## config.mk

```make
export PLATFORM = sky130hd
export DESIGN_NAME = dual_bcast_frontend
export DESIGN_NICKNAME = d
export VERILOG_FILES = /design/src/rtl/dbf_pkg.sv /design/src/rtl/dbf_chan_bank.sv /design/src/rtl/dbf_shared_cfg.sv /design/src/rtl/dbf_mf_mux.sv /design/src/rtl/dual_bcast_frontend.sv
export SDC_FILE = /design/constraint.sdc
export NUM_CORES = 1
export LEC_CHECK = 0
export BUFFER_PORTS_ARGS = -buffer_cell sky130_fd_sc_hd__buf_4
export CAP_MARGIN = 20
export CORE_MARGIN = 4
export CORE_UTILIZATION = 30
export DETAILED_ROUTE_END_ITERATION = 8
export HOLD_SLACK_MARGIN = 0.1
export SETUP_SLACK_MARGIN = 0.4
export SLEW_MARGIN = 0
export SYNTH_ARGS = -nofsm -noshare
export SYNTH_HDL_FRONTEND = slang
export SYNTH_SLANG_ARGS = --single-unit
```

## constraint.sdc

```tcl
create_clock -name clk -period 4.3 [get_ports clk]
set_input_delay 0.86 -clock clk [delete_from_list [all_inputs] [get_ports clk]]
set_output_delay 0.86 -clock clk [all_outputs]
set_load 0.1 [all_outputs]
```

## src/rtl/dbf_pkg.sv

```systemverilog
package dbf_pkg;
    localparam int DATA_W_DEF = 8;
    localparam int ADDR_W_DEF = 3;
    localparam int NUM_CH     = 2;

    typedef enum logic [1:0] {
        MF_OP2   = 2'b00,
        MF_BAUD  = 2'b01,
        MF_RXRDY = 2'b10,
        MF_NONE  = 2'b11
    } mf_src_e;
endpackage

```

## src/rtl/dbf_chan_bank.sv

```systemverilog
module dbf_chan_bank #(
    parameter int DATA_W   = 8,
    parameter int ADDR_W   = 3,
    parameter int RXF_ADDR = 0,
    parameter int DIV_ADDR = 1,
    parameter int OP2_ADDR = 4,
    parameter int OP2_BIT  = 3
) (
    input  logic              clk,
    input  logic              rst_n,
    input  logic              we,
    input  logic [ADDR_W-1:0] addr,
    input  logic [DATA_W-1:0] wdata,
    output logic [DATA_W-1:0] rdata,
    output logic              op2,
    output logic              baud,
    output logic              rxrdy
);
    localparam int NREG = 1 << ADDR_W;

    typedef struct packed {
        logic [NREG-1:0][DATA_W-1:0] regs;
        logic [DATA_W-1:0]           cnt;
        logic                        baud;
    } bank_st_t;

    bank_st_t s_d, s_q;
    logic [DATA_W-1:0] div;

    assign div = s_q.regs[DIV_ADDR];

    always_comb begin
        s_d = s_q;
        if (we) begin
            s_d.regs[addr] = wdata;
        end
        if (s_q.cnt >= div) begin
            s_d.cnt  = '0;
            s_d.baud = ~s_q.baud;
        end else begin
            s_d.cnt = s_q.cnt + 1'b1;
        end
    end

    always_ff @(posedge clk or negedge rst_n) begin
        if (!rst_n) begin
            s_q <= '0;
        end else begin
            s_q <= s_d;
        end
    end

    assign rdata = s_q.regs[addr];
    assign op2   = s_q.regs[OP2_ADDR][OP2_BIT];
    assign rxrdy = s_q.regs[RXF_ADDR][0];
    assign baud  = s_q.baud;

    // assertion support: marks cycles whose $past lies after reset
    logic live_q;
    always_ff @(posedge clk or negedge rst_n) begin
        if (!rst_n) live_q <= 1'b0;
        else        live_q <= 1'b1;
    end

    assert_hold_without_we_R2: assert property (@(posedge clk) disable iff (!rst_n)
        !we |=> $stable(s_q.regs));

    assert_baud_div0_toggles_R8: assert property (@(posedge clk) disable iff (!rst_n)
        (live_q && $past(div) == '0) |-> (baud != $past(baud)));
endmodule

```

## src/rtl/dbf_shared_cfg.sv

```systemverilog
module dbf_shared_cfg #(
    parameter int DATA_W = 8
) (
    input  logic              clk,
    input  logic              rst_n,
    input  logic              we,
    input  logic [DATA_W-1:0] wdata,
    output logic              bcast,
    output logic [1:0]        mf_src,
    output logic [DATA_W-1:0] rval
);
    typedef struct packed {
        logic [1:0] src;
        logic       bc;
    } cfg_st_t;

    cfg_st_t c_d, c_q;

    always_comb begin
        c_d = c_q;
        if (we) begin
            c_d.bc  = wdata[0];
            c_d.src = wdata[2:1];
        end
    end

    always_ff @(posedge clk or negedge rst_n) begin
        if (!rst_n) c_q <= '0;
        else        c_q <= c_d;
    end

    assign bcast  = c_q.bc;
    assign mf_src = c_q.src;
    assign rval   = {{(DATA_W-3){1'b0}}, c_q.src, c_q.bc};

    assert_cfg_takes_write_R5: assert property (@(posedge clk) disable iff (!rst_n)
        we |=> (rval[2:0] == $past(wdata[2:0])));
endmodule

```

## src/rtl/dbf_mf_mux.sv

```systemverilog
module dbf_mf_mux
    import dbf_pkg::*;
(
    input  logic [1:0] src,
    input  logic       op2,
    input  logic       baud,
    input  logic       rxrdy,
    output logic       y
);
    always_comb begin
        unique case (mf_src_e'(src))
            MF_OP2:   y = op2;
            MF_BAUD:  y = baud;
            MF_RXRDY: y = rxrdy;
            default:  y = 1'b0;
        endcase
    end
endmodule

```

## src/rtl/dual_bcast_frontend.sv

```systemverilog
module dual_bcast_frontend
    import dbf_pkg::*;
#(
    parameter int DATA_W   = DATA_W_DEF,
    parameter int ADDR_W   = ADDR_W_DEF,
    parameter int CFG_ADDR = 5
) (
    input  logic              clk,
    input  logic              rst_n,
    input  logic              cs,
    input  logic              rd,
    input  logic              wr,
    input  logic [ADDR_W-1:0] addr,
    input  logic              ch_sel,
    input  logic [DATA_W-1:0] wr_data,
    output logic [DATA_W-1:0] rd_data,
    output logic [NUM_CH-1:0] mf_out
);
    localparam logic [ADDR_W-1:0] CFG_A = ADDR_W'(CFG_ADDR);

    typedef struct packed {
        logic [DATA_W-1:0] rdata;
    } fe_st_t;

    fe_st_t f_d, f_q;

    logic              acc_wr, acc_rd, cfg_hit, cfg_we, bcast;
    logic [1:0]        mf_src;
    logic [DATA_W-1:0] cfg_rval, rd_pick;
    logic [NUM_CH-1:0] bank_we, op2_v, baud_v, rxrdy_v;
    logic [DATA_W-1:0] bank_rd [NUM_CH];

    assign acc_wr  = cs && wr;
    assign acc_rd  = cs && rd;
    assign cfg_hit = (addr == CFG_A);
    assign cfg_we  = acc_wr && cfg_hit;

    dbf_shared_cfg #(.DATA_W(DATA_W)) cfg_i (
        .clk    (clk),
        .rst_n  (rst_n),
        .we     (cfg_we),
        .wdata  (wr_data),
        .bcast  (bcast),
        .mf_src (mf_src),
        .rval   (cfg_rval)
    );

    for (genvar c = 0; c < NUM_CH; c++) begin : g_ch
        assign bank_we[c] = acc_wr && !cfg_hit && (bcast || (ch_sel == 1'(c)));

        dbf_chan_bank #(.DATA_W(DATA_W), .ADDR_W(ADDR_W)) bank_i (
            .clk   (clk),
            .rst_n (rst_n),
            .we    (bank_we[c]),
            .addr  (addr),
            .wdata (wr_data),
            .rdata (bank_rd[c]),
            .op2   (op2_v[c]),
            .baud  (baud_v[c]),
            .rxrdy (rxrdy_v[c])
        );

        dbf_mf_mux mux_i (
            .src   (mf_src),
            .op2   (op2_v[c]),
            .baud  (baud_v[c]),
            .rxrdy (rxrdy_v[c]),
            .y     (mf_out[c])
        );
    end

    always_comb begin
        rd_pick = cfg_hit ? cfg_rval : bank_rd[ch_sel];
        f_d     = f_q;
        if (acc_rd) begin
            f_d.rdata = rd_pick;
        end
    end

    always_ff @(posedge clk or negedge rst_n) begin
        if (!rst_n) f_q <= '0;
        else        f_q <= f_d;
    end

    assign rd_data = f_q.rdata;

    assert_rdata_holds_R11: assert property (@(posedge clk) disable iff (!rst_n)
        !acc_rd |=> $stable(rd_data));

    assert_cfg_needs_cs_R11: assert property (@(posedge clk) disable iff (!rst_n)
        !(cs && wr) |=> ($stable(mf_src) && $stable(bcast)));

    assert_reserved_low_R10: assert property (@(posedge clk) disable iff (!rst_n)
        (mf_src == 2'b11) |-> (mf_out == '0));

    assert_bcast_both_R3: assert property (@(posedge clk) disable iff (!rst_n)
        (bcast && acc_wr && !cfg_hit) |-> (&bank_we));

    assert_single_ch_R2: assert property (@(posedge clk) disable iff (!rst_n)
        (!bcast) |-> $onehot0(bank_we));
endmodule

```

### Yosys cells after proc, flatten, opt, wreduce, memory -nomap -nowiden

Index checks and enable logic that the tools add are counted.

* output and inout port bits: 10
* flip-flop bits (word level): 157
* input bits: 17
* logic and storage cells: 64

* reductions and logical operators: 11
* $lt $le $gt $ge: 5
* equal/unequal tests: 3
* mux-type cells: 16
* $add $sub $neg: 2
* bitwise gates (word level): 4

Operators by type and width (number)
* 64-bit bitwise mux: 2
* 8-bit 2-to-1 mux: 9
* 8-bit binary-select mux with 3-bit select: 2
* 8-bit demux with 3-bit select: 1
* 8-bit by 1-bit adder with 8-bit output (second input constant): 2
* 8-bit >= comparator: 2
* 1-bit logical AND: 7
* 1-bit case mux with 3 select lines: 2
* 3-bit by 4-bit less-than comparator with 1-bit output (second input constant): 1
* 3-bit equality test (second input constant): 1
* 3-bit by 1-bit >= comparator with 1-bit output (second input constant): 1
* 1-bit NOT: 3
* 2-bit by 1-bit equality test with 1-bit output (second input constant): 1
* 2-bit equality test (second input constant): 1
* 2-bit >= comparator (second input constant): 1
* 2-bit zero test: 1
* 1-bit logical OR: 2
* 1-bit NOT with 2-bit output: 1
* 1-bit zero test: 1

### Logic depth before layout (Yosys ltp)

* depth in word-level cells: 6
* depth in mapped cells: 8

### Hierarchy

Synthesis repeated with hierarchy kept, for this count alone.

* cell total of the unflattened synthesis: 556
* area, all modules: 7961.4 um2

Modules (own cells, without submodules)
* dbf_chan_bank (g_ch[1].bank_i): area an instance 3580.9 um2, sequential area each 1826.8 um2, instances 1, cells an instance 238
* dbf_chan_bank (g_ch[0].bank_i): area an instance 3562.2 um2, sequential area each 1826.8 um2, instances 1, cells an instance 237
* dual_bcast_frontend: area an instance 600.6 um2, sequential area each 200.2 um2, instances 1, cells an instance 60
* dbf_shared_cfg: area an instance 172.7 um2, sequential area each 75.1 um2, instances 1, cells an instance 15
* dbf_mf_mux: area an instance 22.5 um2, sequential area each 0.0 um2, instances 2, cells an instance 3

### Worst setup path before layout

No wires, ideal clock.

* kind: input port to flip-flop
* start: input addr[2]
* end: register g_ch[0].bank_i.s_q[42] in the netlist's numbering
* stages: 6
* arrival time: 2.057 ns
* buffers on the path: 3
* slack: 2.119 ns
* path through: buf_4 buf_6 buf_6 nand2_1 nor2_2 mux2_2

* longest elaborated chain between the ends: 5
* elaborated cells between the ends (all ways): 10
* those cells by class: order compare: 2; eq/ne: 1; mux: 3; reduce/logical: 4

Ends and longest elaborated chain
* start, declared: line dual_bcast_frontend.sv:13 `input logic [ADDR_W-1:0] addr,`
* 3-bit by 4-bit less-than comparator with 1-bit output (not written as such) or 3-bit by 1-bit >= comparator with 1-bit output (tied branches): line dbf_chan_bank.sv:35 `s_d.regs[addr] = wdata;`
* 1-bit logical AND (not written as such): line dbf_chan_bank.sv:35
* 8-bit 2-to-1 mux (not written as such): line dbf_chan_bank.sv:35
* 8-bit demux with 3-bit select
* 64-bit bitwise mux: line dbf_chan_bank.sv:35
* end signal, assigned: line dbf_chan_bank.sv:47 `s_q <= '0;`
* end signal, assigned: line dbf_chan_bank.sv:49 `s_q <= s_d;`
* end, declared: line dbf_chan_bank.sv:27 `bank_st_t s_d, s_q;`

Parallel ways exist; a longest one is shown, timed or not.
A chain may end at the register's enable or synchronous reset.

### Worst setup path after layout

* start: register cfg_i.c_q, in the netlist cfg_i.mf_src[1]
* end: output mf_out[0]

* longest elaborated chain between the ends: 2
* elaborated cells between the ends (all ways): 4
* those cells by class: eq/ne: 2; mux: 1; reduce/logical: 1

Ends and longest elaborated chain
* start, declared: line dbf_shared_cfg.sv:17 `cfg_st_t c_d, c_q;`
* start signal, assigned: line dbf_shared_cfg.sv:28 `if (!rst_n) c_q <= '0;`
* start signal, assigned: line dbf_shared_cfg.sv:29 `else c_q <= c_d;`
* 2-bit equality test, or another cell as far along: line dbf_mf_mux.sv:11 `unique case (mf_src_e'(src))`
* 1-bit case mux with 3 select lines (*): line dbf_mf_mux.sv:11
* end, declared: line dual_bcast_frontend.sv:17 `output logic [NUM_CH-1:0] mf_out`

Every way passes the cells marked *; elsewhere a longest branch is shown, timed or not.

==> out/results.ini <==
[run_status]
outcome = complete, no violations

[hold_path]
hold_path_class = primary input to asynchronous set/reset pin

[pwr]
switching_share = 0.309
p_seq_frac = 0.426
pwr-share-comb = 0.233
clock_power_share = 0.341
intPower_mw = 3.22
leakage_nw = 3.62
switching_power_mw = 1.44
vdd_ir_drop_max_uv = 309
power.density_mw_per_mm2 = 566

[routing]
via_count = 4661
drc = 0
drt-initial-drc-count = 314
via_per_inst = 4.99
drt_wl_total_mm = 17.4
ant_nets = 0
wl_per_cell_um = 18.7
dr.pass1.iters = 5

[yosys]
syn_avg_cell_area_sq_um = 12.1
synth_compound_area_frac = 0.0955
synth_xor_area_frac = 0.0171
synth_edf_count = 0
synthTopCellsByArea = dfrtp_1, mux2_2, ha_1
yosys.area.top_type = dfrtp_1
synth_seq_cells = 146
yosys_warnings = 0
yosysSeqAreaShare = 0.511
synthMuxAreaShare = 0.216
synth_nets = 626
syn_area_sq_mm = 0.00715
synthFlopType = dfrtp_1
synth_simple_gate_area_frac = 0.0883
synth_top_family_by_area = multiplexers
yosysUniqueCellTypes = 52
synth_top_area_share = 0.511
synthCells = 591
synth_adder_area_share = 0.0315
synthArstFlopShare = 1.00

[layout]
mostFrequentLayoutCells = dfrtp_1, mux2_2, nand2_1
syn_to_final_growth_pct = 15.0
multi_input_area_sq_mm = 0.00321
diodes = 0
mostFrequentLayoutCell = dfrtp_1
final_nets = 637
regArea_sq_mm = 0.00365
drive_gt1_frac = 0.327
fillers = 2320

[placement]
gp_congestion = 0.768
place.port_buffers = 26
hpwl_mm = 11.5

[worst_setup_path]
crit_chain = mux2i_1, o21ai_0, buf_4
reg2reg_setup_slack_ns = 2.03
reg2reg_depth = 7
crit_path_top_delay_cell = dfrtp_1
crit_arrival_ns = 1.69
max_stage_delay_ns = 0.44
r2r-end = g_ch[0].bank_i.baud
rr_startpoint = g_ch[0].bank_i.s_q[1]
critPathCapture = mf_out[0]
critPathKind = flip-flop to primary output
critPathLaunchType = flip-flop
end_kind = primary output
crit_start = cfg_i.mf_src[1]
cp_max_fo = 5
crit_required_ns = 3.44

[clock_network]
clkTransAtPathRegs_ns = 0.06
cts_hold_buffers = 0
clk_latency_ns = 0.42
cts_root_buf = clkbuf_16
ctsHtreeMaxLevel = 4
ctsLongestPathBuffers = 2
post_cts_buffers = 0
tritoncts = yes
cts_sinks = 146
cts_buffers = 17
cts.repair.resized = 0

[timing]
rsz0062_at_grt = false
slew_viol_final = 0
worstMarginPinSlew_ns = 0.774
finalCriticalPeriod_ns = 2.55
fin_tns_setup_ns = 0
max_freq_mhz = 393
period_share = 0.592
whs_ns = 0.239
setup_viol = 0
max_slew_margin = 0.483
finalHoldViolations = 0
finalClockSkew_ns = 0.00686

[die]
rows = 56
core_sq_mm = 0.0235
die_w_um = 162
die_area_sq_mm = 0.0264
ios = 27
die_h_um = 162
start_util = 0.305

[grt]
grt_pass1_vias = 4908
overflow = 0
grt_pass1_wl_mm = 28.4
antenna_found_initial = 0
grt_max_degree = 110
grt.total_usage = 0.139

[run]
cap_violations = 0

==> sequential cells by signal, indices dropped and copies added (netlist names) <==
signal and cells:
g_ch.bank_i.rxrdy 2, g_ch.bank_i.baud 2, g_ch.bank_i.op2 2, g_ch.bank_i.div 16, g_ch.bank_i.s_q 113, cfg_i.bcast 1, cfg_i.mf_src 2, rd_data 8
==> synthesized netlist by cell type (5+ instances only) <==
library cell,number
nor2_2,8
nor2b_1,7
buf_6,5
o21ai_0,25
clkbuf_1,17
mux2i_1,18
a221oi_1,9
mux4_2,5
ha_1,18
inv_1,20
xor2_1,12
a22o_1,5
dfrtp_1,146
nand2b_1,5
mux2_2,111
buf_4,6
buf_2,10
nor2_1,28
nor3_1,6
a21oi_1,17
nand2_1,35
a22oi_1,8
nand3_1,14
==> worst max-delay path, delay by kind of cell (launching register included) <==
| family | cells | cell delay, ns |
|---|---|---|
| flops | 1 | 0.44 |
| buf+inv | 1 | 0.37 |
| compound gates | 1 | 0.32 |
| mux | 1 | 0.14 |
==> logic make-up after synthesis <==
logic type | Yosys count
mux | 134
buf+inv | 59
flops | 146
xor+xnor | 14
compound gates | 98
fa+ha+maj | 18
simple gates | 122
==> routing by layer <==
metal / vias to the layer above / wire [um] / global-route usage
met3: 23 / 895 / 0.0321
met1: 2373 / 8670 / 0.204
met2: 115 / 7560 / 0.203
met5: - / 0 / 0
met4: 0 / 301 / 0.0442
li1: 2150 / - / -
==> metrics by stage <==
stage                util  total power, mW  instance area, sq um  std cells  worst slack (ns)
floorplan               -             2.79                  7150        591              2.12
global placement    0.322             3.06                  7560        901              1.38
detailed placement  0.322             3.09                  7560        901              1.32
CTS                 0.349             4.70                  8200        933              1.75
global route        0.350             4.93                  8220        934              1.59
finish              0.350             4.66                  8220        934              1.75
==> power groups by stage <==
stage / combinational (mW) / clock (mW) / sequential, mW
CTS: 1.09 / 1.62 / 1.99
global route: 1.22 / 1.68 / 2.04
finish: 1.08 / 1.59 / 1.98
detailed placement: 1.08 / 0 / 2.01
floorplan: 0.789 / 0 / 2.00
global placement: 1.06 / 0 / 2.00
==> layout make-up <==
class                      count  share of cell area
sequential                   146               0.444
tap                          319              0.0485
timing repair buffer          30              0.0303
multi-input combinational    386               0.390
clock inverter                13              0.0224
clock buffer                  19              0.0551
inverter                      21             0.00959
==> how the worst min path moves through the flow <==
stage	slack [ns]	from	to	depth (start not counted)
detailed placement	0.37	g_ch[0].bank_i.s_q[53]	g_ch[0].bank_i.s_q[53]	0
floorplan	0.42	g_ch[0].bank_i.s_q[56]	g_ch[0].bank_i.s_q[56]	1
global placement	0.37	g_ch[0].bank_i.s_q[55]	g_ch[0].bank_i.s_q[55]	0
finish	0.24	rst_n	g_ch[0].bank_i.s_q[13]	1
CTS	0.38	g_ch[0].bank_i.s_q[53]	g_ch[0].bank_i.s_q[53]	0
global route	0.23	rst_n	g_ch[0].bank_i.s_q[13]	1
Power figures use the tool's default switching activity.
